==> config.mk <==
export PLATFORM = sky130hd
export DESIGN_NAME = dma_irq_vector
export DESIGN_NICKNAME = d
export VERILOG_FILES = /design/src/rtl/dma_irq_vector.sv
export SDC_FILE = /design/constraint.sdc
export NUM_CORES = 1
export LEC_CHECK = 0
export ABC_AREA = 0
export BUFFER_PORTS_ARGS = -buffer_cell sky130_fd_sc_hd__buf_2
export CELL_PAD_IN_SITES_DETAIL_PLACEMENT = 1
export CELL_PAD_IN_SITES_GLOBAL_PLACEMENT = 1
export CORE_MARGIN = 2
export CORE_UTILIZATION = 35
export DETAILED_ROUTE_END_ITERATION = 10
export MAX_ROUTING_LAYER = met4
export PLACE_DENSITY_LB_ADDON = 0.2
export SYNTH_ARGS = -nofsm -noshare
export SYNTH_HDL_FRONTEND = slang
export SYNTH_SLANG_ARGS = --single-unit
==> constraint.sdc <==
create_clock -name clk -period 1.45 [get_ports clk]
set_input_delay 0.29 -clock clk [delete_from_list [all_inputs] [get_ports clk]]
set_output_delay 0.29 -clock clk [all_outputs]
set_load 0.05 [all_outputs]
==> src/rtl/dma_irq_vector.sv <==
module dma_irq_vector #(
  parameter int VW = 8
) (
  input  logic          clk,
  input  logic          rst_n,
  input  logic          ie_load,
  input  logic          ie_in,
  input  logic          ctrl_load,
  input  logic [7:0]    ctrl_in,
  input  logic          base_load,
  input  logic [VW-1:0] base_in,
  input  logic          match_evt,
  input  logic          endblk_evt,
  input  logic          req,
  output logic          irq_valid,
  output logic [VW-1:0] vec_out
);

  logic          ie_q;
  logic [7:0]    ctrl_q;
  logic [VW-1:0] base_q;

  logic          hit_match, hit_end, hit;
  logic [VW-1:0] code, vec_next;

  assign hit_match = ie_q & ctrl_q[0] & match_evt;
  assign hit_end   = ie_q & ctrl_q[1] & endblk_evt & ~hit_match;
  assign hit       = hit_match | hit_end;
  assign code      = hit_match ? VW'(2) : (hit_end ? VW'(4) : '0);
  assign vec_next  = !hit ? '0 :
                     ctrl_q[5] ? ((base_q & ~VW'(6)) + code) : base_q;

  always_ff @(posedge clk) begin
    if (!rst_n) begin
      ie_q      <= 1'b0;
      ctrl_q    <= '0;
      base_q    <= '0;
      irq_valid <= 1'b0;
      vec_out   <= '0;
    end else begin
      if (ie_load)   ie_q   <= ie_in;
      if (ctrl_load) ctrl_q <= ctrl_in;
      if (base_load) base_q <= base_in;
      irq_valid <= req & hit;
      if (req) vec_out <= vec_next;
    end
  end

  a_r2_no_irq_disabled: assert property (@(posedge clk) disable iff (!rst_n)
    (req && !ie_q) |=> !irq_valid);

  a_r7_pulse_needs_req: assert property (@(posedge clk) disable iff (!rst_n)
    irq_valid |-> $past(req));

  a_r8_vec_held: assert property (@(posedge clk) disable iff (!rst_n)
    (!req && rst_n) |=> $stable(vec_out));

  a_r6_idle_zero: assert property (@(posedge clk) disable iff (!rst_n)
    (req && !match_evt && !endblk_evt) |=> (!irq_valid && vec_out == '0));

  a_r5_plain_base: assert property (@(posedge clk) disable iff (!rst_n)
    (req && !ctrl_q[5]) |=> (!irq_valid || vec_out == $past(base_q)));

  a_r3_match_bit: assert property (@(posedge clk) disable iff (!rst_n)
    (req && ctrl_q[5] && ctrl_q[0] && ie_q && match_evt) |=> (irq_valid && vec_out[2:1] == 2'b01));

endmodule

==> impl.org, run 1 <==
** Run status
- The run finished with clean final reports.

** Power
- Maximum resistive drop on vdd :: 0.553 mV
- Power spread over the standard cell area amounts to 1010 nW/µm².
- Share of power burned in combinational logic :: 0.098
- Fraction of power consumed by sequential logic :: 0.621
- The completed layout was analyzed and its total power is 0.000984 W.
- Of the total power, the share spent switching nets is 0.239.
- The share of total power dissipated in the clock network is 0.282.
- Summed over all nets, the switching power comes to between 0.0002 and 0.00025 W.
- Internal power comes to 0.000748 W.
- The analysis attributes to cell leakage a power of 0.451 nW.

** Die
- From left edge to right edge, the die measures 51.1 µm.
- Die H :: 51.1 µm
- Initial standard-cell utilization of the core :: 0.362
- Number of ports placed on the die boundary :: 34
- Total core area :: 2150 µm²
- Placement row count :: 17
- Die ar. :: 2610 µm²

** Route
- Dividing the detail-routed via count by the number of cells gives 4.79.
- The detail route stage leaves a number of antenna-violating nets equal to 0.
- Across all layers, the routed design uses 652 vias.
- DRC violation count after routing :: 0
- After the first detailed-routing iteration, the DRC count stood at 8.
- Dividing the detail-routed wire length by the instance count gives around 12 µm.
- For this run, the detailed router's first-pass iteration total came to 4.
- After detailed routing, the total wire length is about 1.7 mm.

** Yosys
- Of the post-synthesis cell area, the dominant cell type holds 0.541.
- Syn_area_per_cell :: roughly 10 µm²
- In the synthesized netlist, the number of instances is 78.
- By area the synthesized netlist is led by sky130_fd_sc_hd__dfxtp_1 54%, sky130_fd_sc_hd__mux2i_1 15%, sky130_fd_sc_hd__nand3b_1 6.8%, sky130_fd_sc_hd__nor2_1 6.3%, sky130_fd_sc_hd__o21ai_0 4.5%.
- When the netlist entered floorplanning its net count stood at 103.
- In this run, synthesis produced a sequential element count of 21.
- The largest total area in the synthesized netlist belongs to sky130_fd_sc_hd__dfxtp_1.
- Unique cell type count in the Yosys netlist :: 15
- Cell area after synthesis :: 777 µm²
- For this run, the number of Yosys warnings is 0.
- Share of the yosys chip area belonging to registers :: 0.541

** Timing
- For the pin with the worst max-slew slack, the measured transition is around 0.27 ns.
- The worst path in the final design needs a cycle of 1.20 ns, including I/O delays and setup.
- Share of the clock period used by the worst path after layout :: 0.831
- For the final routed database, the setup TNS stands at 0 ns.
- Maximum clock frequency :: between 0.8 and 0.9 GHz
- Worst max-slew margin expressed relative to the limit :: 0.821
- The number of slew-limit violations in the final report came to 0.
- The clock arrives with ~0.0029 ns of skew.
- Hold Vio Cnt, Final :: 0
- Setup violations remaining at the end of the flow were counted as 0.
- Unrepaired setup endpoints after global routing :: false

** Global routing
- Global-route congestion overflow total :: 0
- Number of global-route vias before repair :: 627
- All-Layer GR Usage :: 0.148
- Global-route wire length before repair :: 2.74 mm
- Initial antenna violation count :: 0
- Pin count of the biggest net entering global routing :: 16

** Worst hold path
- The worst hold path was traced through 3 stages.
- The path class of the tightest hold or removal check is input port to flop.

** Final layout
- Nets@finish :: between 100 and 150
- In the final layout, the share of cells above drive strength 1 is 0.315.
- The library cell used most frequently in the layout, excluding fill and tap cells, is sky130_fd_sc_hd__buf_2.
- The library cells used most frequently in the layout, excluding fill and tap cells, are 28 x sky130_fd_sc_hd__buf_2, 21 x sky130_fd_sc_hd__dfxtp_1, 13 x sky130_fd_sc_hd__nor2_1.
- Final antenna diode count :: 0
- Compared with the post-synthesis result, the final layout area differs by 25.1%.

** Worst setup path
- Critical path's largest stage delay :: 0.35 ns
- Endpoint class of the critical path :: output pin
- Data required time of the worst path :: 1.16 ns
- Max Fanout on Critical Path :: 2
- Critical path, cell by cell :: buf_2
- The number of buffers and inverters on the critical path is 1.
- Among cell families on the critical path, the largest total delay comes from flip-flops.
- STA classifies the critical path startpoint as a flop.
- CP arrival :: 0.91 ns
- Total number of cells along the worst setup path :: 1
- The slowest stage of the critical path is the sky130_fd_sc_hd__dfxtp_1 cell.
- Critical Setup Path Class :: flop to output pin
- Cells on worst reg2reg path :: 3

** Placed design
- # port buffers :: 28
- DPL Wire Length :: between 1 and 1.5 mm
- At the end of routability-driven placement, the weighted congestion stood at between 0.6 and 0.7.

** Clock network
- Max Buffers Root-to-Sink :: 2
- TritonCTS Sinks :: 21
- The cell sitting at the root of the clock tree is a sky130_fd_sc_hd__clkbuf_4.
- CTS tree :: yes
- For this design, the CTS-stage hold fixing added 0 buffers.
- Once the clock tree was built, the resizer swapped 0 gates to a different size.
- Latest clock arrival within the worst-skew pair :: 0.30 ns
- Buffers inserted during clock tree synthesis total 3.
- Once the clock tree was built, the setup fixing pass inserted 0 buffers.
- Clk slew on worst S/H paths :: about 0.12 ns
- In this run the number of H-tree levels came out at 1.

** Flow run
- Number of violations of the max-capacitance limit :: 0
[flip-flops by register name, summed over array words and instances, names as in the netlist]
signal	cells
ctrl_q	3
irq_valid	1
ie_q	1
base_q	8
vec_out	8
[worst paths after layout]
kind | startpoint | to | slack, ns
max | vec_out[4] | vec_out[4] | 0.25
min reg2reg | base_q[6] | vec_out[6] | 0.47
max reg2reg | ctrl_q[0] | vec_out[4] | 0.45
min | base_in[1] | base_q[1] | 0.22
[metrics by stage]
stage                     setup WS, ns  hold slack, ns  utilization  area (µm²)  std cells
after CTS                        0.230           0.218        0.453         972        136
after global routing             0.186           0.220        0.453         972        136
after floorplan                  0.349           0.435            -         777         78
after global placement           0.450           0.449        0.440         945        132
after detailed placement         0.419           0.461        0.440         945        132
final                            0.245           0.221        0.453         972        136
[final cells by class]
cell class | instances | area, µm²
multi-input combinational | 53 | 338
fill | 267 | 1180
timing repair buffer | 29 | 148
clock buffer | 3 | 22.5
sequential | 21 | 420
tap | 28 | 35.0
inverter | 1 | 3.75
clock inverter | 1 | 5.00
[cell families (layout without fill, tap and decap cells)]
| kind of cell | after synthesis | in the layout | share of synthesized area |
|---|---|---|---|
| simple gates | 30 | 30 | 0.196 |
| flops | 21 | 21 | 0.541 |
| mux | 12 | 12 | 0.155 |
| compound gates | 11 | 11 | 0.0837 |
| buf+inv | 4 | 34 | 0.0241 |
[power by group through the flow]
stage	sequential [W]	clock (W)	combinational, W
final	0.000610	0.000277	0.0000960
after global routing	0.000614	0.000319	0.000107
after global placement	0.000623	0	0.0000927
after CTS	0.000611	0.000290	0.0000975
after floorplan	0.000621	0	0.0000531
after detailed placement	0.000623	0	0.0000960
[synthesized netlist by cell type, drive strengths merged]
library cell / instances
nor2: 13
a22o: 1
dfxtp: 21
nand2b: 2
nand3b: 7
a31oi: 1
nand4: 1
inv: 1
a21boi: 1
nand2: 6
buf: 3
mux2i: 12
o21ai: 7
o211ai: 1
nand3: 1
[per-layer routing]
layer | global-route usage | wire length, µm | vias up
met2 | 0.223 | 747 | 14
met1 | 0.188 | 830 | 310
li1 | - | - | 326
met4 | 0.0676 | 14 | 0
met3 | 0.0351 | 69 | 2
met5 | - | 0 | -
Note: power is estimated with default switching activity, not from simulation.
==> inputs of run 2 (changes only) <==
Settings changed: ABC_AREA 0 to 1, CORE_UTILIZATION 35 to 27.
Clock period 1.45 ns to 1.1 ns, I/O delays scaled along.
==> impl.org, run 2 <==
** Run status
- Outcome :: finished clean

** Timing
- In the finished design, the share of the clock period the worst path needs comes to 0.966.
- Hold Vio Cnt, Final :: 0 (unchanged)
- Setup repair after global routing left no endpoint under its margin.
- The worst path needs 1.06 ns of the cycle, external delays included.
- Final setup violating endpoints :: 0 (unchanged)
- The accumulated negative setup slack was 0 ns (unchanged).
- Count of final max-slew check failures :: 0 (unchanged)
- The final setup skew came to 0.00724 ns (+0.00433 ns).
- The pin slew with the least headroom to its limit is 0.305 ns (+0.0356 ns).
- Maximum clock frequency :: 0.941 GHz
- The headroom to the max-slew limit is 0.797 (-0.0240).

** Flow run
- The max capacitance violation total is 0 (unchanged).

** Final layout
- The number of inserted diodes was 0 (unchanged).
- The layout net count came to 152 (+13%).
- The area of the multi-input gates was 299 µm² (-11%).
- The sequential cell area in the final layout is 424 µm² (+0.89%).
- The cell area after layout came to 1000 µm² (+3.2%).
- Fillers :: 342 (+28%)
- Leading cell type in the layout, fill and taps excluded :: sky130_fd_sc_hd__nand2_1
- The share of post-route cells with drive strength above 1 came to 0.317 (+0.00265).
- Most frequent cells in the layout :: 26 x sky130_fd_sc_hd__nand2_1, 21 x sky130_fd_sc_hd__nor2_1, 19 x sky130_fd_sc_hd__buf_2
- Compared with the post-synthesis result, the final layout area differs by 35.2%.
- The largest registers in the layout are base_q x8, vec_out x8, ctrl_q x3.

** Clock network
- The total number of clock tree sinks was 21 (unchanged).
- The clock network latency to the later pin of the worst-skew pair came to 0.29 ns (about the same).
- The number of H-tree levels came to 1 (unchanged).
- The CTS buffer count came to 3 (unchanged).
- The maximum number of buffers from clock root to sink was 2 (unchanged).
- Clk slew on worst S/H paths :: 0.12 ns (about the same)
- TritonCTS built the clock tree.
- The root buffer cell chosen for the clock tree is sky130_fd_sc_hd__clkbuf_4.

** Route
- Via density :: 4.45 (-7.1%)
- Total vias in the final route :: 699 (+7.2%)
- Total Routed Length :: 1.58 mm (-4.8%)
- The mean routed wirelength per cell is 10.1 µm (-17%).
- Initial DRC Count :: 13 (+5)
- The number of routed nets with antenna violations was 0 (unchanged).
- Detailed-router iteration count before antenna repair :: 4 (unchanged)
- DRC violation count after routing :: 0 (unchanged)

** Global routing
- The aggregate global routing overflow is 0 (unchanged).
- All-Layer GR Usage :: 0.111 (-0.0365)
- The maximum number of pins on one net before global-route repair came to 13 (-3).
- The initial antenna violation count came to 0 (unchanged).
- Number of global-route vias before repair :: 645 (+2.9%)
- The global-route wire length before repair came to 2.72 mm (-0.77%).

** Yosys
- Commonest cells in the synthesized netlist :: 26 x sky130_fd_sc_hd__nand2_1, 21 x sky130_fd_sc_hd__dfxtp_1, 21 x sky130_fd_sc_hd__nor2_1
- The number of warnings issued by yosys was 0 (unchanged).
- The number of storage elements in the synthesis netlist was 21 (unchanged).
- By area the synthesized netlist is led by sky130_fd_sc_hd__dfxtp_1 57%, sky130_fd_sc_hd__nand2_1 13%, sky130_fd_sc_hd__nor2_1 11%, sky130_fd_sc_hd__o21ai_0 8.8%, sky130_fd_sc_hd__nand3_2 2.7%.
- For this run, the leading register cell type out of synthesis is sky130_fd_sc_hd__dfxtp_1.
- The fraction of registers with async set or reset after synthesis is 0 (unchanged).
- The total nets after synthesis is 119 (+16%).
- The number of synthesized flops with an enable pin came to 0 (unchanged).
- Share of the yosys chip area belonging to registers :: 0.567 (+0.0255)
- The most common cell in the synthesized netlist is sky130_fd_sc_hd__nand2_1.
- The mean instance size in the synthesized netlist is 7.89 µm² (-21%).
- Cell area after synthesis :: 742 µm² (-4.5%)
- The count of different cell masters after synthesis is 11 (-4).
- The fraction of synthesized cell area taken by the top area cell type was 0.567 (+0.0255).
- Number of instances in the synthesized netlist :: 94 (+21%)
- Library cell with the largest summed area after synthesis :: sky130_fd_sc_hd__dfxtp_1

** Placed design
- DPL Wire Length :: 1.23 mm (+4.8%)
- # port buffers :: 28 (unchanged)
- Final estimated routing congestion in global placement :: 0.678 (-1.7%)
- The placed standard-cell area came to 925 µm² (-2.1%).

** Die
- Placement row count :: 19 (+2)
- Die ar. :: 3180 µm² (+22%)
- Die H :: 56.4 µm (+10%)
- The initial core utilization is 0.276 (-0.0855).
- The core area is 2690 µm² (+25%).
- X dimension of the die :: 56.4 µm (+10%)
- Number of ports placed on the die boundary :: 34 (unchanged)

** Worst setup path
- Critical Setup Path Class :: flop to output pin
- Number of buffer and inverter stages on the critical path :: 1 (unchanged)
- The largest incremental delay on the critical path is 0.35 ns (about the same).
- Walking the worst path, the cells encountered are buf_4.
- Cell type of the slowest stage on the worst timing path :: sky130_fd_sc_hd__dfxtp_1
- Data required time of the worst path :: 0.88 ns (-0.28 ns)
- Endpoint class of the critical path :: output pin
- Broken down by cell family, the worst path's largest delay share belongs to flip-flops.
- STA classifies the critical path startpoint as a flop.
- CP arrival :: 0.84 ns (-0.07 ns)
- The biggest fanout along the worst timing path came to 2 (unchanged).

** Power
- Share of power burned in combinational logic :: 0.093 (-0.005)
- The leakage power of the design is 0.484 nW (+7.4%).
- Maximum resistive drop on vdd :: 0.676 mV (+22%)
- Switching Share :: 0.237 (-0.00265)
- The clock network fraction of total power was 0.279 (-0.003).
- Internal :: 0.000988 W (+32%)
- P_sw :: 0.000306 W (+30%)
- Fraction of power consumed by sequential logic :: 0.628 (+0.007)
- Power per Cell Area :: 1290 nW/µm² (+27%)

** Worst hold path
- Type of the worst min-delay path :: input port to flop
[run 2: cells by family (layout without fill, tap and decap cells)]
family / after synthesis / in the layout / synth area share
flops: 21 / 21 / 0.567
compound gates: 17 / 17 / 0.130
simple gates: 50 / 50 / 0.273
buf+inv: 6 / 38 / 0.0303
[run 2: path summary, 6_finish.rpt]
check                    end        from  slack [ns]  cells after the start
setup reg to reg  vec_out[5]        ie_q        0.12                      4
setup / recovery  vec_out[7]  vec_out[7]        0.04                      1
hold reg to reg   vec_out[4]   base_q[4]        0.45                      2
hold / removal          ie_q     ie_load        0.10                      2
[run 2: routing by layer]
layer	global-route usage	vias up	wire length (µm)
met2	0.166	20	706
met5	-	-	0
li1	-	358	-
met3	0.0230	2	93
met4	0.0510	0	17
met1	0.144	319	767
[run 2: final cells by class]
cell class,instances,area share
multi-input cells,67,0.298
clock buffers,4,0.0262
repair buffers,29,0.196
inverters,5,0.0187
flip-flops and latches,21,0.423
well taps,31,0.0387
[run 2: metrics by stage]
step | hold WS (ns) | instances | total power (W) | util | worst slack, ns
4_1_cts | 0.0898 | 157 | 0.00133 | 0.362 | 0.00417
2_1_floorplan | 0.313 | 94 | 0.000888 | - | 0.269
6_report | 0.103 | 157 | 0.00129 | 0.374 | 0.0378
5_1_grt | 0.0915 | 157 | 0.00137 | 0.374 | 0.00237
3_3_place_gp | 0.412 | 153 | 0.000947 | 0.344 | 0.163
3_5_place_dp | 0.419 | 153 | 0.000951 | 0.344 | 0.120
[run 2: power groups by stage]
stage	clock network [W]	registers (W)	logic [W]
2_1_floorplan	0	0.000831	0.0000570
3_3_place_gp	0	0.000829	0.000118
3_5_place_dp	0	0.000830	0.000121
4_1_cts	0.000391	0.000813	0.000123
5_1_grt	0.000416	0.000818	0.000140
6_report	0.000361	0.000812	0.000121
[run 2: timing repair]
item                                    in CTS  in global routing
endpoints found under the hold margin        0                  0
hold buffers                                 0                  0
resized for setup                            9                 10
endpoints found under the setup margin       9                  7
buffers inserted                             0                  0
